`src/rtl/stereo_limiter_pkg.sv`:
```
package stereo_limiter_pkg;

  typedef enum logic [1:0] {
    BAND_THR  = 2'd0,
    BAND_FS   = 2'd1,
    BAND_FS6  = 2'd2,
    BAND_FS12 = 2'd3
  } band_e;

  // Linear level: thousandths of 2^fs_log2, truncated.
  function automatic longint unsigned lvl(input int unsigned fs_log2, input int unsigned permille);
    return ((64'd1 << fs_log2) * 64'(permille)) / 64'd1000;
  endfunction

  function automatic logic [3:0] step_lut(input logic [1:0] sel, input band_e b);
    logic [3:0] s;
    unique case (sel)
      2'b00:   s = 4'd1;
      2'b01:   s = 4'd2;
      2'b10:   s = (b == BAND_THR) ? 4'd2 : ((b == BAND_FS12) ? 4'd8 : 4'd4);
      default: s = 4'd1 << b;
    endcase
    return s;
  endfunction

endpackage

```
`src/rtl/stereo_limiter_detect.sv`:
```
module stereo_limiter_detect
  import stereo_limiter_pkg::*;
#(
  parameter int DATA_W = 24
) (
  input  logic [1:0][DATA_W+1:0] samp_i,
  input  logic [1:0]             thr_sel_i,
  output logic                   hit_o,
  output logic                   near_o,
  output logic                   ge_fs_o,
  output band_e                  band_o
);
  localparam int MW = DATA_W + 2;
  localparam int FL = DATA_W - 1;
  localparam logic [MW-1:0] L_251  = MW'(lvl(FL, 251));
  localparam logic [MW-1:0] L_376  = MW'(lvl(FL, 376));
  localparam logic [MW-1:0] L_501  = MW'(lvl(FL, 501));
  localparam logic [MW-1:0] L_624  = MW'(lvl(FL, 624));
  localparam logic [MW-1:0] L_750  = MW'(lvl(FL, 750));
  localparam logic [MW-1:0] L_FS   = MW'(lvl(FL, 1000));
  localparam logic [MW-1:0] L_FS6  = MW'(lvl(FL, 1995));
  localparam logic [MW-1:0] L_FS12 = MW'(lvl(FL, 3981));
  localparam logic [3:0][MW-1:0] HI_TAB = {L_376, L_501, L_624, L_750};
  localparam logic [3:0][MW-1:0] LO_TAB = {L_251, L_376, L_501, L_624};

  logic [1:0][MW-1:0] mag;
  logic [MW-1:0]      peak;
  logic               ge6, ge12;

  for (genvar ch = 0; ch < 2; ch++) begin : g_abs
    // -2^(MW-1) maps to 2^(MW-1), which still fits unsigned
    assign mag[ch] = samp_i[ch][MW-1] ? (~samp_i[ch] + 1'b1) : samp_i[ch];
  end

  assign peak    = (mag[0] > mag[1]) ? mag[0] : mag[1];
  assign hit_o   = peak >= HI_TAB[thr_sel_i];
  assign near_o  = !hit_o && (peak >= LO_TAB[thr_sel_i]);
  assign ge_fs_o = peak >= L_FS;
  assign ge6     = peak >= L_FS6;
  assign ge12    = peak >= L_FS12;

  always_comb begin
    if (ge12)         band_o = BAND_FS12;
    else if (ge6)     band_o = BAND_FS6;
    else if (ge_fs_o) band_o = BAND_FS;
    else              band_o = BAND_THR;
  end

endmodule

```
`src/rtl/stereo_limiter_step.sv`:
```
module stereo_limiter_step
  import stereo_limiter_pkg::*;
(
  input  band_e       band_i,
  input  logic        ge_fs_i,
  input  logic [1:0]  step_sel_i,
  input  logic        fs_fast_i,
  input  logic        zc_off_i,
  output logic [3:0]  step_o,
  output logic        imm_o
);
  always_comb begin
    if (zc_off_i || (fs_fast_i && ge_fs_i)) begin
      step_o = 4'd1;
      imm_o  = 1'b1;
    end else begin
      step_o = step_lut(step_sel_i, band_i);
      imm_o  = 1'b0;
    end
  end

endmodule

```
`src/rtl/stereo_limiter_defer.sv`:
```
module stereo_limiter_defer #(
  parameter int TMO_SAMPLES = 128
) (
  input  logic       clk_i,
  input  logic       rst_ni,
  input  logic       en_i,
  input  logic       vld_i,
  input  logic [1:0] sign_i,
  input  logic       arm_i,
  output logic       pend_o
);
  localparam int CNT_W = $clog2(TMO_SAMPLES + 1);

  logic [1:0]       prev_q, zc_q, zc_n;
  logic [CNT_W-1:0] cnt_q;
  logic             pend_q;

  assign zc_n   = zc_q | (sign_i ^ prev_q);
  assign pend_o = pend_q;

  always_ff @(posedge clk_i or negedge rst_ni) begin
    if (!rst_ni) begin
      prev_q <= '0;
      zc_q   <= '0;
      cnt_q  <= '0;
      pend_q <= 1'b0;
    end else begin
      if (vld_i) prev_q <= sign_i;
      if (!en_i) begin
        pend_q <= 1'b0;
      end else if (vld_i) begin
        if (arm_i) begin
          pend_q <= 1'b1;
          zc_q   <= '0;
          cnt_q  <= '0;
        end else if (pend_q) begin
          zc_q  <= zc_n;
          cnt_q <= cnt_q + 1'b1;
          if ((&zc_n) || ((cnt_q + 1'b1) == CNT_W'(TMO_SAMPLES))) pend_q <= 1'b0;
        end
      end
    end
  end

  p_tmo_bound_r7: assert property (@(posedge clk_i) disable iff (!rst_ni)
    pend_q |-> (cnt_q < CNT_W'(TMO_SAMPLES)));
  p_arm_when_idle_r7: assert property (@(posedge clk_i) disable iff (!rst_ni)
    arm_i |-> !pend_q);
  p_en_drops_pend_r9: assert property (@(posedge clk_i) disable iff (!rst_ni)
    !en_i |=> !pend_q);

endmodule

```
`src/rtl/stereo_limiter.sv`:
```
module stereo_limiter
  import stereo_limiter_pkg::*;
#(
  parameter int DATA_W      = 24,
  parameter int VOL_W       = 8,
  parameter int VOL_RST     = 255,
  parameter int TMO_SAMPLES = 128
) (
  input  logic                clk_i,
  input  logic                rst_ni,
  input  logic                en_i,
  input  logic                vld_i,
  input  logic [DATA_W+1:0]   left_i,
  input  logic [DATA_W+1:0]   right_i,
  input  logic [1:0]          thr_sel_i,
  input  logic [1:0]          step_sel_i,
  input  logic                fs_fast_i,
  input  logic                zc_off_i,
  output logic [VOL_W-1:0]    vol_o,
  output logic                upd_o,
  output logic                imm_o,
  output logic                rcr_o
);
  localparam int SW = DATA_W + 2;
  localparam int XW = VOL_W + 4;

  logic [1:0][SW-1:0] samp;
  logic               hit, near, ge_fs, imm, pend, issue;
  band_e              band;
  logic [3:0]         step;
  logic [XW-1:0]      vol_x, step_x;
  logic [VOL_W-1:0]   vol_q, vol_nxt;
  logic               upd_q, imm_q, rcr_q;

  assign samp = {right_i, left_i};

  stereo_limiter_detect #(.DATA_W(DATA_W)) u_detect (
    .samp_i   (samp),
    .thr_sel_i(thr_sel_i),
    .hit_o    (hit),
    .near_o   (near),
    .ge_fs_o  (ge_fs),
    .band_o   (band)
  );

  stereo_limiter_step u_step (
    .band_i    (band),
    .ge_fs_i   (ge_fs),
    .step_sel_i(step_sel_i),
    .fs_fast_i (fs_fast_i),
    .zc_off_i  (zc_off_i),
    .step_o    (step),
    .imm_o     (imm)
  );

  stereo_limiter_defer #(.TMO_SAMPLES(TMO_SAMPLES)) u_defer (
    .clk_i (clk_i),
    .rst_ni(rst_ni),
    .en_i  (en_i),
    .vld_i (vld_i),
    .sign_i({right_i[SW-1], left_i[SW-1]}),
    .arm_i (issue && !imm),
    .pend_o(pend)
  );

  assign issue   = vld_i && en_i && hit && !pend && (vol_q != '0);
  assign vol_x   = XW'(vol_q);
  assign step_x  = XW'(step);
  // saturate at the floor code
  assign vol_nxt = (vol_x >= step_x) ? VOL_W'(vol_x - step_x) : '0;

  always_ff @(posedge clk_i or negedge rst_ni) begin
    if (!rst_ni) begin
      vol_q <= VOL_W'(VOL_RST);
      upd_q <= 1'b0;
      imm_q <= 1'b0;
      rcr_q <= 1'b0;
    end else begin
      upd_q <= issue;
      imm_q <= issue && imm;
      rcr_q <= vld_i && en_i && near;
      if (issue) vol_q <= vol_nxt;
    end
  end

  assign vol_o = vol_q;
  assign upd_o = upd_q;
  assign imm_o = imm_q;
  assign rcr_o = rcr_q;

  p_upd_cause_r2: assert property (@(posedge clk_i) disable iff (!rst_ni)
    upd_o |-> $past(vld_i && en_i));
  p_rcr_excl_r3: assert property (@(posedge clk_i) disable iff (!rst_ni)
    !(rcr_o && upd_o));
  p_band_order_r4: assert property (@(posedge clk_i) disable iff (!rst_ni)
    (band != BAND_THR) |-> (ge_fs && hit));
  p_imm_unit_r5: assert property (@(posedge clk_i) disable iff (!rst_ni)
    (upd_o && imm_o) |-> ($past(vol_o) == vol_o + 1'b1));
  p_vol_drop_r8: assert property (@(posedge clk_i) disable iff (!rst_ni)
    upd_o |-> (vol_o < $past(vol_o)));
  p_vol_hold_r10: assert property (@(posedge clk_i) disable iff (!rst_ni)
    !upd_o |-> $stable(vol_o));

endmodule

```
`config.mk`:
```
export PLATFORM = sky130hd
export DESIGN_NAME = stereo_limiter
export DESIGN_NICKNAME = d
export VERILOG_FILES = /design/src/rtl/stereo_limiter_pkg.sv /design/src/rtl/stereo_limiter_detect.sv /design/src/rtl/stereo_limiter_step.sv /design/src/rtl/stereo_limiter_defer.sv /design/src/rtl/stereo_limiter.sv
export SDC_FILE = /design/constraint.sdc
export NUM_CORES = 1
export LEC_CHECK = 0
export BUFFER_PORTS_ARGS = -buffer_cell sky130_fd_sc_hd__buf_2
export CORE_AREA = 2 2 109 132
export CTS_CLUSTER_DIAMETER = 30
export DETAILED_ROUTE_END_ITERATION = 7
export DIE_AREA = 0 0 111 134
export PLACE_DENSITY = 0.59
export SKIP_LAST_GASP = 1
export SYNTH_ARGS = -nofsm -noshare
export SYNTH_HDL_FRONTEND = slang
export SYNTH_SLANG_ARGS = --single-unit
```
`constraint.sdc`:
```
create_clock -name clk_i -period 2.9 [get_ports clk_i]
set_input_delay 0.29 -clock clk_i [delete_from_list [all_inputs] [get_ports clk_i]]
set_output_delay 0.29 -clock clk_i [all_outputs]
set_load 0.05 [all_outputs]
```
==> flow_summary_export.csv <==
group,metric,value,unit
status,status,"finished, violations left",
status,failed_checks,"negative hold slack, negative setup slack",
sta,whs,-0.278,ps
drt,via_per_inst,5.43,
synth,yosysTopAreaCell,"ha_1",
setup_path,startpoint_type,"input port",
setup_path,required,3090,ps
layout,drive_gt1_share,48.5,%
die,fp-row-count,47,
drt,drtPass1Iterations,5,
drt,wirelength,18.3,mm
drt,first_iter_violations,333,
power,leakagePower,3.97,nW
setup_path,startpoint,"left_i[3]",
clock_tree,root_buffer,"clkbuf_16",
synth,ys_seq_area_share,12.4,%
synth,synth_mux_area_share,3.22,%
layout,fin_cells,1145,
synth,synth_fa_ha_area_share,22.5,%
global_route,grt_usage,24.0,%
synth,synth_area_leaders,"ha_1 22%, dfrtp_1 8.1%, xor2_1 5.0%",
clock_tree,cts_made_buffers,3,
setup_path,reg2reg_slack,870,ps
setup_path,slowest_stage,"or4b_2",
sta,maxSlewViolCount,0,
synth,ys_seq_elements,24,
synth,synth_top_family_by_area,"compound AO/OA/AOI/OAI gates",
placement,port_buffers,72,
clock_tree,clk_pin_slew,70,ps
sta,relSlewSlack,55.3,%
placement,gp_congestion,0.943,
placement,place_inst,1096,
setup_path,reg2reg_from,"vol_o[4]$_DFFE_PN1P_",
die,dieArea,14900,um^2
hold_path,hold_path.class,"input port to asynchronous set/reset pin",
sta,fmax,170,MHz
run,cap_violations,0,
synth,synth_compound_gate_area_share,25.6,%
clock_tree,numClockSinks,24,
die,dieWidth,111,um
drt,vias,6218,
synth,synth_top_area_share,22.1,%
clock_tree,clock_latency,270,ps
synth,synth_edf_count,0,
layout,area_delta_synth_final,69.6,%
setup_path,slowest_delay,700,ps
synth,synth_nets,781,
synth,netlist_instances,631,
layout,diodes,0,
setup_path,critical-path-top-delay-family,"compound AO/OA/AOI/OAI gates",
synth,yosys_warnings,0,
setup_path,critPathCaptureType,"flop",
sta,skew,5.95,ps
die,core,13600,um^2
sta,fin_ws,-2990,ps
clock_tree,ctsHoldBuffers,0,
global_route,grt_max_degree,25,
global_route,first_global_vias,6454,
die,io_pins,73,
synth,synth_area_per_cell,7.81,um^2
setup_path,worst-endpoint-arrival,6090,ps
sta,worst_pin_slew,664,ps
placement,place_hpwl,15.1,mm
power,cellPowerDensity,470,nW/um^2
sta,period_share,203,%
sta,hold_viol,1,
synth,yosysUniqueCellTypes,78,
sta,setup_violations,22,
clock_tree,h-tree-depth,1,
synth,netlist_area,4930,um^2
setup_path,path_common_cell,"a21o_1",
synth,synth_simple_gate_area_share,22.4,%
setup_path,critical_path_buf_inv_count,4,
drt,wl_per_cell,16.0,um
clock_tree,cts_tree,"built",
global_route,overflow,0,
sta,post-route-min-period,5890,ps
setup_path,path_max_fanout,5,
clock_tree,cts.path.max_buffers,2,
global_route,grt_first_pass_wirelength,29.6,mm
sta,final.setup.tns,-62870,ps
drt,ant_nets,0,
global_route,antenna_found_initial,0,
layout,fillers,1176,
drt,drc,0,
setup_path,path_class,"input port to flop",
die,start_util,36.3,%
power,irDropWorstVdd,0.777,mV
layout,nets,1125,
synth,synth_xor_area_share,9.22,%
synth,async_flop_share,100,%
synth,ys.flop_type,"dfrtp_1",
die,die_y,134,um
sta,rsz0062_at_grt,"yes",
## stage by stage
stage / power (mW) / instance area [um^2] / hold WS (ps) / worst slack (ps) / utilization, %
floorplan: 1.90 / 5070 / -5.59 / -2890 / -
global placement: 2.90 / 7370 / 291 / -3310 / 54.3
detailed placement: 2.99 / 7370 / 296 / -3500 / 54.3
CTS: 3.62 / 7900 / 12.9 / -2840 / 58.2
global route: 4.23 / 8360 / 45.4 / -3220 / 61.5
finish: 3.93 / 8360 / -0.278 / -2990 / 61.5
## power by group
group          internal (mW)  total [mW]  switching (mW)
Sequential             0.445       0.544          0.0994
Combinational           1.52        2.99            1.47
Clock                  0.275       0.400           0.125
## worst paths after layout
path,to,cells after the start
worst max-delay path,vol_o[5]$_DFFE_PN1P_,27
worst min register to register,u_defer.zc_q[0]$_DFFE_PN0P_,2
worst min-delay path,u_defer.cnt_q[2]$_DFFE_PN0P_,1
min in group clk_i,u_defer.pend_o$_DFFE_PN0P_,2
max in group asynchronous,vol_o[4]$_DFFE_PN1P_,1
worst max register to register,vol_o[4]$_DFFE_PN1P_,6
## sequential cells by signal (all words and copies together), names as in the netlist
register / count
imm_o: 1
rcr_o: 1
u_defer.cnt_q: 8
u_defer.pend_o: 1
u_defer.prev_q: 2
u_defer.zc_q: 2
upd_o: 1
vol_o: 8
## cells in the mapped netlist, types with 4 or more instances
cell type   n
mux2i_1    11
o21ai_0    34
nand2_1    53
o211ai_1    4
a21o_1     14
inv_1      41
or3_1       6
nor4_1      6
nand2b_1    5
nand3_1    16
o21ai_1    11
a211oi_1    6
xnor2_1    22
nor3_1     19
nand4_1    19
a21oi_1    46
xor2_1     28
nor2b_1     8
o31ai_1    18
a221oi_1    4
ha_1       87
a31oi_1     4
or4_1       8
dfstp_2     8
dfrtp_1    16
nor2_1     37
o21a_1      9
o41ai_1     9
clkbuf_1   10
## logic make-up (layout without fill, tap and decap cells)
group / after synthesis / count (layout)
simple gates: 205 / 206
compound gates: 190 / 190
fa+ha+maj: 88 / 88
buf+inv: 58 / 400
xor+xnor: 51 / 51
flops: 24 / 24
mux: 15 / 15
## worst reg2reg max path, cell delays in order (launching register included)
cell,delay (ps)
dfstp_2,410
nor4_1,620
a211oi_1,200
o31a_1,190
nand2_4,150
nor2_1,80
mux2_4,290
## cells in the final DEF, fill, tap and decap left out, types with 19 or more instances in the layout
cell type	synthesis	routed
xnor2_1	22	20
nor2_1	37	33
inv_1	41	36
buf_4	0	273
ha_1	87	75
a21oi_1	46	35
o21ai_0	34	29
nand4_1	19	19
nand2_1	53	49
buf_2	1	69
xor2_1	28	27
## layout make-up
class                      instances  area (um^2)  area share, %
multi-input combinational        550         4680           56.0
timing repair buffer             353         2570           30.7
sequential                        24          611           7.31
tap                              171          214           2.56
inverter                          43          181           2.17
clock buffer                       3         75.1          0.898
clock inverter                     1         30.0          0.359
## repair_timing
item / 4_1_cts / 5_1_grt
pin swaps: 16 / 44
buffers inserted: 25 / 21
gates resized for setup: 53 / 55
gates cloned: 1 / 1
setup endpoints to repair: 22 / 22
## metal layers
layer / routed length [um] / share of wire [%] / GRT usage [%]
met5: 0 / 0 / 0
met4: 578 / 3.2 / 8.54
met3: 485 / 2.7 / 1.22
met2: 10400 / 57 / 50.3
met1: 6850 / 37 / 24.9
(Power assumes the default switching activity.)
